<file path="config.mk">
export PLATFORM = sky130hd
export DESIGN_NAME = xsc_stream_ctl
export DESIGN_NICKNAME = d
export VERILOG_FILES = /design/src/rtl/xsc_pkg.sv /design/src/rtl/xsc_decode.sv /design/src/rtl/xsc_counter.sv /design/src/rtl/xsc_events.sv /design/src/rtl/xsc_stream_ctl.sv
export SDC_FILE = /design/constraint.sdc
export NUM_CORES = 1
export LEC_CHECK = 0
export BUFFER_PORTS_ARGS = -buffer_cell sky130_fd_sc_hd__buf_4
export CORE_MARGIN = 2
export CORE_UTILIZATION = 23
export DETAILED_ROUTE_END_ITERATION = 16
export HOLD_SLACK_MARGIN = 0.06
export SLEW_MARGIN = 20
export SYNTH_ARGS = -nofsm -noshare
export SYNTH_HDL_FRONTEND = slang
export SYNTH_SLANG_ARGS = --single-unit
export TNS_END_PERCENT = 30
</file>
<file path="constraint.sdc">
create_clock -name clk -period 2.55 [get_ports clk]
set_input_delay 0.3825 -clock clk [delete_from_list [all_inputs] [get_ports clk]]
set_output_delay 0.3825 -clock clk [all_outputs]
set_load 0.01 [all_outputs]
</file>
<file path="src/rtl/xsc_pkg.sv">
package xsc_pkg;
    localparam int CNT_W  = 16;
    localparam int DATA_W = 32;
    localparam int CFG_W  = 6;
    localparam int FLAG_N = 3;

    localparam int RUN_BIT  = 0;
    localparam int WRAP_BIT = 1;
    localparam int CFG_LSB  = 2;

    localparam int FLG_DONE  = 0;
    localparam int FLG_BUS   = 1;
    localparam int FLG_BURST = 2;

    localparam int SEL_LSB = 2;

    typedef enum logic [1:0] {
        SEL_CTRL   = 2'd0,
        SEL_COUNT  = 2'd1,
        SEL_STATUS = 2'd2,
        SEL_CLEAR  = 2'd3
    } reg_sel_e;

    typedef struct packed {
        logic              ctrl_wr;
        logic              cnt_wr;
        logic              clr_wr;
        logic              run;
        logic              wrap;
        logic [CFG_W-1:0]  cfg;
        logic [CNT_W-1:0]  cnt_val;
        logic [FLAG_N-1:0] clr_mask;
    } wr_cmd_t;

    typedef struct packed {
        logic err;
        logic burst;
        logic item;
        logic last;
    } hw_evt_t;

    function automatic logic [DATA_W-1:0] pack_ctrl(input logic run,
                                                   input logic wrap,
                                                   input logic [CFG_W-1:0] cfg);
        logic [DATA_W-1:0] w;
        w = '0;
        w[RUN_BIT] = run;
        w[WRAP_BIT] = wrap;
        w[CFG_LSB +: CFG_W] = cfg;
        return w;
    endfunction
endpackage

</file>
<file path="src/rtl/xsc_decode.sv">
module xsc_decode
    import xsc_pkg::*;
#(
    parameter int ADDR_W = 4
) (
    input  logic              wr_en,
    input  logic [ADDR_W-1:0] wr_addr,
    input  logic [DATA_W-1:0] wr_data,
    output wr_cmd_t           cmd
);
    reg_sel_e sel;
    assign sel = reg_sel_e'(wr_addr[SEL_LSB +: 2]);

    always_comb begin
        cmd          = '0;
        cmd.run      = wr_data[RUN_BIT];
        cmd.wrap     = wr_data[WRAP_BIT];
        cmd.cfg      = wr_data[CFG_LSB +: CFG_W];
        cmd.cnt_val  = wr_data[CNT_W-1:0];
        cmd.clr_mask = wr_data[FLAG_N-1:0];
        if (wr_en) begin
            unique case (sel)
                SEL_CTRL:  cmd.ctrl_wr = 1'b1;
                SEL_COUNT: cmd.cnt_wr  = 1'b1;
                SEL_CLEAR: cmd.clr_wr  = 1'b1;
                default:   ;
            endcase
        end
    end
endmodule

</file>
<file path="src/rtl/xsc_counter.sv">
module xsc_counter
    import xsc_pkg::*;
(
    input  logic             clk,
    input  logic             rst,
    input  logic             start,
    input  logic             load_wr,
    input  logic [CNT_W-1:0] load_val,
    input  logic             step,
    input  logic             wrap,
    output logic [CNT_W-1:0] cnt,
    output logic [CNT_W-1:0] reload
);
    always_ff @(posedge clk) begin
        if (rst) begin
            cnt    <= '0;
            reload <= '0;
        end else if (start) begin
            cnt <= reload;
        end else if (load_wr) begin
            cnt    <= load_val;
            reload <= load_val;
        end else if (step) begin
            cnt <= wrap ? reload : cnt - 1'b1;
        end
    end

    p_step_one_r5: assert property (@(posedge clk) disable iff (rst)
        step && !wrap && !start && !load_wr |=> cnt == $past(cnt) - 1'b1);

    p_start_reload_r4: assert property (@(posedge clk) disable iff (rst)
        start |=> cnt == $past(reload));
endmodule

</file>
<file path="src/rtl/xsc_events.sv">
module xsc_events
    import xsc_pkg::*;
(
    input  logic              clk,
    input  logic              rst,
    input  logic [FLAG_N-1:0] set_vec,
    input  logic              clr_wr,
    input  logic [FLAG_N-1:0] clr_mask,
    output logic [FLAG_N-1:0] flags
);
    logic [FLAG_N-1:0] kill;
    assign kill = clr_wr ? clr_mask : '0;

    always_ff @(posedge clk) begin
        if (rst) flags <= '0;
        else     flags <= (flags & ~kill) | set_vec;
    end

    for (genvar i = 0; i < FLAG_N; i++) begin : g_chk
        p_sticky_r13: assert property (@(posedge clk) disable iff (rst)
            flags[i] && !(clr_wr && clr_mask[i]) |=> flags[i]);
    end
endmodule

</file>
<file path="src/rtl/xsc_stream_ctl.sv">
module xsc_stream_ctl
    import xsc_pkg::*;
#(
    parameter int ADDR_W = 4
) (
    input  logic              clk,
    input  logic              rst,
    input  logic              wr_en,
    input  logic [ADDR_W-1:0] wr_addr,
    input  logic [DATA_W-1:0] wr_data,
    input  logic [ADDR_W-1:0] rd_addr,
    output logic [DATA_W-1:0] rd_data,
    input  logic              item_done,
    input  logic              bus_err,
    input  logic              burst_mismatch,
    output logic              enabled,
    output logic [CNT_W-1:0]  remaining,
    output logic              req_ok,
    output logic              flag_done,
    output logic              flag_bus,
    output logic              flag_burst
);
    wr_cmd_t           cmd;
    hw_evt_t           ev;
    logic              en_q, wrap_q;
    logic [CFG_W-1:0]  cfg_q;
    logic [CNT_W-1:0]  cnt, reload;
    logic [FLAG_N-1:0] flags, set_vec;
    logic              cnt_nz, any_flag, start, sw_stop, end_hit;

    xsc_decode #(.ADDR_W(ADDR_W)) u_dec (
        .wr_en(wr_en), .wr_addr(wr_addr), .wr_data(wr_data), .cmd(cmd)
    );

    assign cnt_nz   = cnt != '0;
    assign any_flag = |flags;

    always_comb begin
        ev.err   = en_q & bus_err;
        ev.burst = en_q & burst_mismatch;
        ev.item  = en_q & item_done & cnt_nz & ~ev.err & ~ev.burst;
        ev.last  = ev.item & (cnt == CNT_W'(1));
    end

    assign start   = ~en_q & cmd.ctrl_wr & cmd.run & ~any_flag;
    assign sw_stop = en_q & cmd.ctrl_wr & ~cmd.run;
    assign end_hit = ev.last & ~wrap_q;

    always_ff @(posedge clk) begin
        if (rst) begin
            en_q   <= 1'b0;
            wrap_q <= 1'b0;
            cfg_q  <= '0;
        end else begin
            if (en_q) begin
                if (ev.err || ev.burst || end_hit || sw_stop) en_q <= 1'b0;
            end else if (start) begin
                en_q <= 1'b1;
            end
            if (!en_q && cmd.ctrl_wr) begin
                wrap_q <= cmd.wrap;
                cfg_q  <= cmd.cfg;
            end
        end
    end

    xsc_counter u_cnt (
        .clk(clk), .rst(rst), .start(start),
        .load_wr(~en_q & cmd.cnt_wr), .load_val(cmd.cnt_val),
        .step(ev.item), .wrap(ev.last & wrap_q),
        .cnt(cnt), .reload(reload)
    );

    always_comb begin
        set_vec            = '0;
        set_vec[FLG_DONE]  = ev.last;
        set_vec[FLG_BUS]   = ev.err;
        set_vec[FLG_BURST] = ev.burst;
    end

    xsc_events u_evt (
        .clk(clk), .rst(rst), .set_vec(set_vec),
        .clr_wr(cmd.clr_wr), .clr_mask(cmd.clr_mask), .flags(flags)
    );

    always_comb begin
        unique case (reg_sel_e'(rd_addr[SEL_LSB +: 2]))
            SEL_CTRL:   rd_data = pack_ctrl(en_q, wrap_q, cfg_q);
            SEL_COUNT:  rd_data = DATA_W'(cnt);
            SEL_STATUS: rd_data = DATA_W'(flags);
            default:    rd_data = '0;
        endcase
    end

    assign enabled    = en_q;
    assign remaining  = cnt;
    assign req_ok     = en_q & cnt_nz;
    assign flag_done  = flags[FLG_DONE];
    assign flag_bus   = flags[FLG_BUS];
    assign flag_burst = flags[FLG_BURST];

    p_locked_r3: assert property (@(posedge clk) disable iff (rst)
        en_q |=> $stable(reload) && $stable(wrap_q) && $stable(cfg_q));

    p_normal_end_r6: assert property (@(posedge clk) disable iff (rst)
        en_q && !wrap_q && item_done && cnt == CNT_W'(1) && !bus_err && !burst_mismatch
        |=> !en_q && cnt == '0 && flags[FLG_DONE]);

    p_wrap_refill_r7: assert property (@(posedge clk) disable iff (rst)
        en_q && wrap_q && item_done && cnt == CNT_W'(1) && !bus_err && !burst_mismatch && !sw_stop
        |=> en_q && cnt == $past(reload) && flags[FLG_DONE]);

    p_zero_idle_r8: assert property (@(posedge clk) disable iff (rst)
        en_q && !cnt_nz |=> !cnt_nz);

    p_bus_stop_r9: assert property (@(posedge clk) disable iff (rst)
        en_q && bus_err |=> !en_q && flags[FLG_BUS] && $stable(cnt));

    p_burst_stop_r10: assert property (@(posedge clk) disable iff (rst)
        en_q && burst_mismatch |=> !en_q && flags[FLG_BURST]);

    p_refuse_r11: assert property (@(posedge clk) disable iff (rst)
        !en_q && any_flag |=> !en_q);

    p_err_wins_r12: assert property (@(posedge clk) disable iff (rst)
        en_q && bus_err && !flags[FLG_DONE] |=> !flags[FLG_DONE]);
endmodule

</file>
==> results.txt <==
----------------------------------------------------
[CTS]
  Resized Gates After CTS ... 0
  Number of H-tree levels ... 2
  Reg clk slew, reported paths ... 60 ps
  Hold-fix buffers, CTS ... 0
  Clock Latency Late Sink ... 290 ps
  Longest Clk Path Bufs ... 2
  Post-CTS setup buffer count ... 0
  TritonCTS clock tree ... built
  Buffer type at the clock tree root ... clkbuf_16
  Clock buffers created by TritonCTS ... 5
  # clock sinks ... 43

[Global routing]
  Remaining global-route overflow ... 0
  First-pass GRT wire length ... 13,000 um
  Largest net degree at the start of global routing ... 44
  Initial antenna violation count ... 0
  Vias in the first global route ... 2,513
  Global-route total usage across every layer ... 13.7%

[STA]
  Worst-case setup margin in the final layout ... 344 ps
  Final setup violation count ... 0
  Max Slew Vio Count ... 0
  Minimum clock period after layout ... 2210 ps
  RSZ-0062 raised after global routing ... false
  Final worst clock skew ... 4.15 ps
  Hold violation total from the final report ... 0
  Worst Tran Pin Value ... 652 ps
  Worst-case headroom to the max-slew limit ... 56.4%
  Period utilization ... 86.5%
  Final setup TNS ... 0 ps
  Maximum clock frequency ... 453 MHz

[Worst setup path]
  Origin of the critical flop-to-flop path ... u_cnt.cnt[1]
  Chain of cells forming the critical path ... inv_1 -> ha_1 -> nor3b_1 -> nand4_1 -> and2_1 -> a31o_2 -> a311oi_1
  Cell at the slowest stage of the critical path ... and2_1
  Worst EP required ... 2730 ps
  Dominant delay contributor by cell family on the critical path ... simple AND/OR/NAND/NOR gates
  CP Launch Type ... flip-flop
  Reg-to-Reg End ... u_cnt.cnt[2]
  Largest stage delay on the critical path ... 380 ps
  Buffers and inverters on the worst path ... 1
  Type of destination of the critical path ... flip-flop
  Data arrival time of the critical path ... 2390 ps
  Worst R2R Setup Slack ... 340 ps
  Worst Path Max Fanout ... 12
  Classification of the worst setup path ... flip-flop to flip-flop
  Worst Reg-to-Reg Cells ... 7

[Synth]
  Post-synthesis cell count ... 336
  Synth Cell Area ... 0.00260 mm^2
  Number of warnings issued by yosys ... 0
  Cell variety after synth ... 52
  Most repeated cell in the gate-level netlist after synthesis ... nand2_1
  Post-synth top cells ... nand2_1, dfxtp_1, nor2_1
  Syn avg cell area ... 7.75 um^2
  Library cell occupying the most area in the post-synthesis netlist ... dfxtp_1
  Ys flop type ... dfxtp_1
  Flip-flop and latch count after synthesis ... 43
  Largest cells by area after synthesis ... dfxtp_1, nand2_1, mux2i_1, a21oi_1, buf_4
  Sequential element share of the synthesized area ... 33.1%
  Proportion of netlist area held by the largest area contributor ... 33.1%
  Asr flop ratio synth ... 0%
  EDFF count, synth ... 0

[Power]
  Leakage ... 1.40 nW
  Cell Pwr Density ... 531 mW/mm^2
  Worst IR Drop VDD ... 0.236 mV

[Placed design]
  Final estimated routing congestion in global placement ... 0.811
  Number of port buffers ... 62
  Area of placed instances ... 0.00324 mm^2
  HPWL after DPL ... 5910 um
  Worst Setup Slack post-DPL ... 275 ps

[Route]
  DRT antenna net count ... 0
  DR iter-0 viols ... 187
  Average wire length per cell after detail routing ... 14.7 um
  Count of TritonRoute iterations in the first routing pass ... 4
  Routed via count ... 2,576
  Final routed DRC violation total ... 0
  Routed WL ... 7990 um
  Post-detailed-route via-to-cell ratio ... 4.74

[Hold path]
  Hold Path Cell Cnt ... 3
  Hold/Removal Path Class ... primary input to flip-flop
  Worst hold start ... wr_data[4]
  Worst min-delay path endpoint ... cfg_q[2]

[Run]
  Count of max-cap constraint violations ... 0

[Layout]
  ANT cells ... 0
  Layout cells sized above 1 ... 25.6%
  Flip-flop and latch area ... 861 um^2
  Area Overhead vs Synth ... 29.7%
  Utilization of the core after routing ... 30.9%
  Footprint of the multi-input gates ... 0.00156 mm^2
  # nets final ... 450
  Final design instance area without fill ... 0.00338 mm^2
  Number of fill cells in the layout ... 1,189

[Floorplan]
  Number of placement rows ... 38
  Starting density of the core ... 23.8%
  IO Pins ... 99
  Area of the core ... 0.0109 mm^2
  Chip Width ... 110 um
  Die area ... 0.0122 mm^2
  Die Y ... 110 um

[Status]
  Status ... completed

----------------------------------------------------
-- worst reg2reg max path: stages (launching register included) --
cell and delay, ps:
dfxtp_1 310, inv_1 80, ha_1 350, nor3b_1 230, nand4_1 200, and2_1 380
a31o_2 280, a311oi_1 280
-- registers in the layout (all words and copies together), names as in the netlist --
name and count:
cfg_q 6, enabled 1, u_cnt.cnt 16, u_cnt.reload 16
u_evt.flags 3, wrap_q 1
-- metal layers --
metal | GRT usage, % | vias to the layer above | routed length (um)
met4 | 2.23 | 0 | 43
met2 | 23.3 | 75 | 3850
met3 | 3.41 | 4 | 505
met1 | 17.8 | 1217 | 3590
met5 | 0 | - | 0
li1 | - | 1280 | -
-- cell families after synthesis --
group	synth area share, %
other cells	0.144
simple gates	28.1
flops	33.1
compound gates	18.9
mux	6.15
buf+inv	9.28
fa+ha+maj	0.961
xor+xnor	3.37
-- where the power goes --
part | total (mW) | switching (mW) | internal [mW]
clock | 0.621 | 0.259 | 0.362
sequential | 0.737 | 0.0337 | 0.703
combinational | 0.434 | 0.235 | 0.199
-- worst max path at each step --
| stage | slack, ps | depth (start not counted) | startpoint | end |
|---|---|---|---|---|
| final | 340 | 7 | u_cnt.cnt[1] | u_cnt.cnt[2] |
| after global routing | 90 | 7 | u_cnt.cnt[1] | u_cnt.cnt[2] |
| after CTS | 320 | 7 | u_cnt.cnt[1] | u_cnt.cnt[2] |
| after detailed placement | 270 | 7 | bus_err | u_cnt.cnt[11] |
| after global placement | 270 | 7 | bus_err | u_cnt.cnt[11] |
| after floorplan | 310 | 8 | u_cnt.cnt[2] | u_cnt.cnt[13] |
-- stage by stage --
stage	cells	hold WS [ps]	power (mW)
after floorplan	351	446	1.03
after global placement	535	457	1.18
after detailed placement	535	459	1.18
after CTS	543	345	1.81
after global routing	543	349	1.89
final	543	342	1.79
-- cell type report --
type	instances	share of cell area, %
multi-input combinational	267	46.3
sequential	43	25.5
timing repair buffer	82	18.6
tap	140	5.19
clock buffer	7	3.93
inverter	3	0.334
clock inverter	1	0.148
-- cells in the final DEF, fill, tap and decap left out, types with 4 or more instances in the layout --
master	instances
conb_1	16
clkbuf_16	5
a21oi_1	27
dfxtp_1	43
xor2_1	7
a31o_2	4
mux2i_1	16
and2_1	12
a22oi_1	5
o21ai_0	13
a311oi_1	6
nor4_1	4
nor2_1	29
o211ai_1	4
buf_4	81
nand2_1	67
nor3_1	6
a31oi_1	6
No activity file was read; power rests on OpenSTA's default activity.
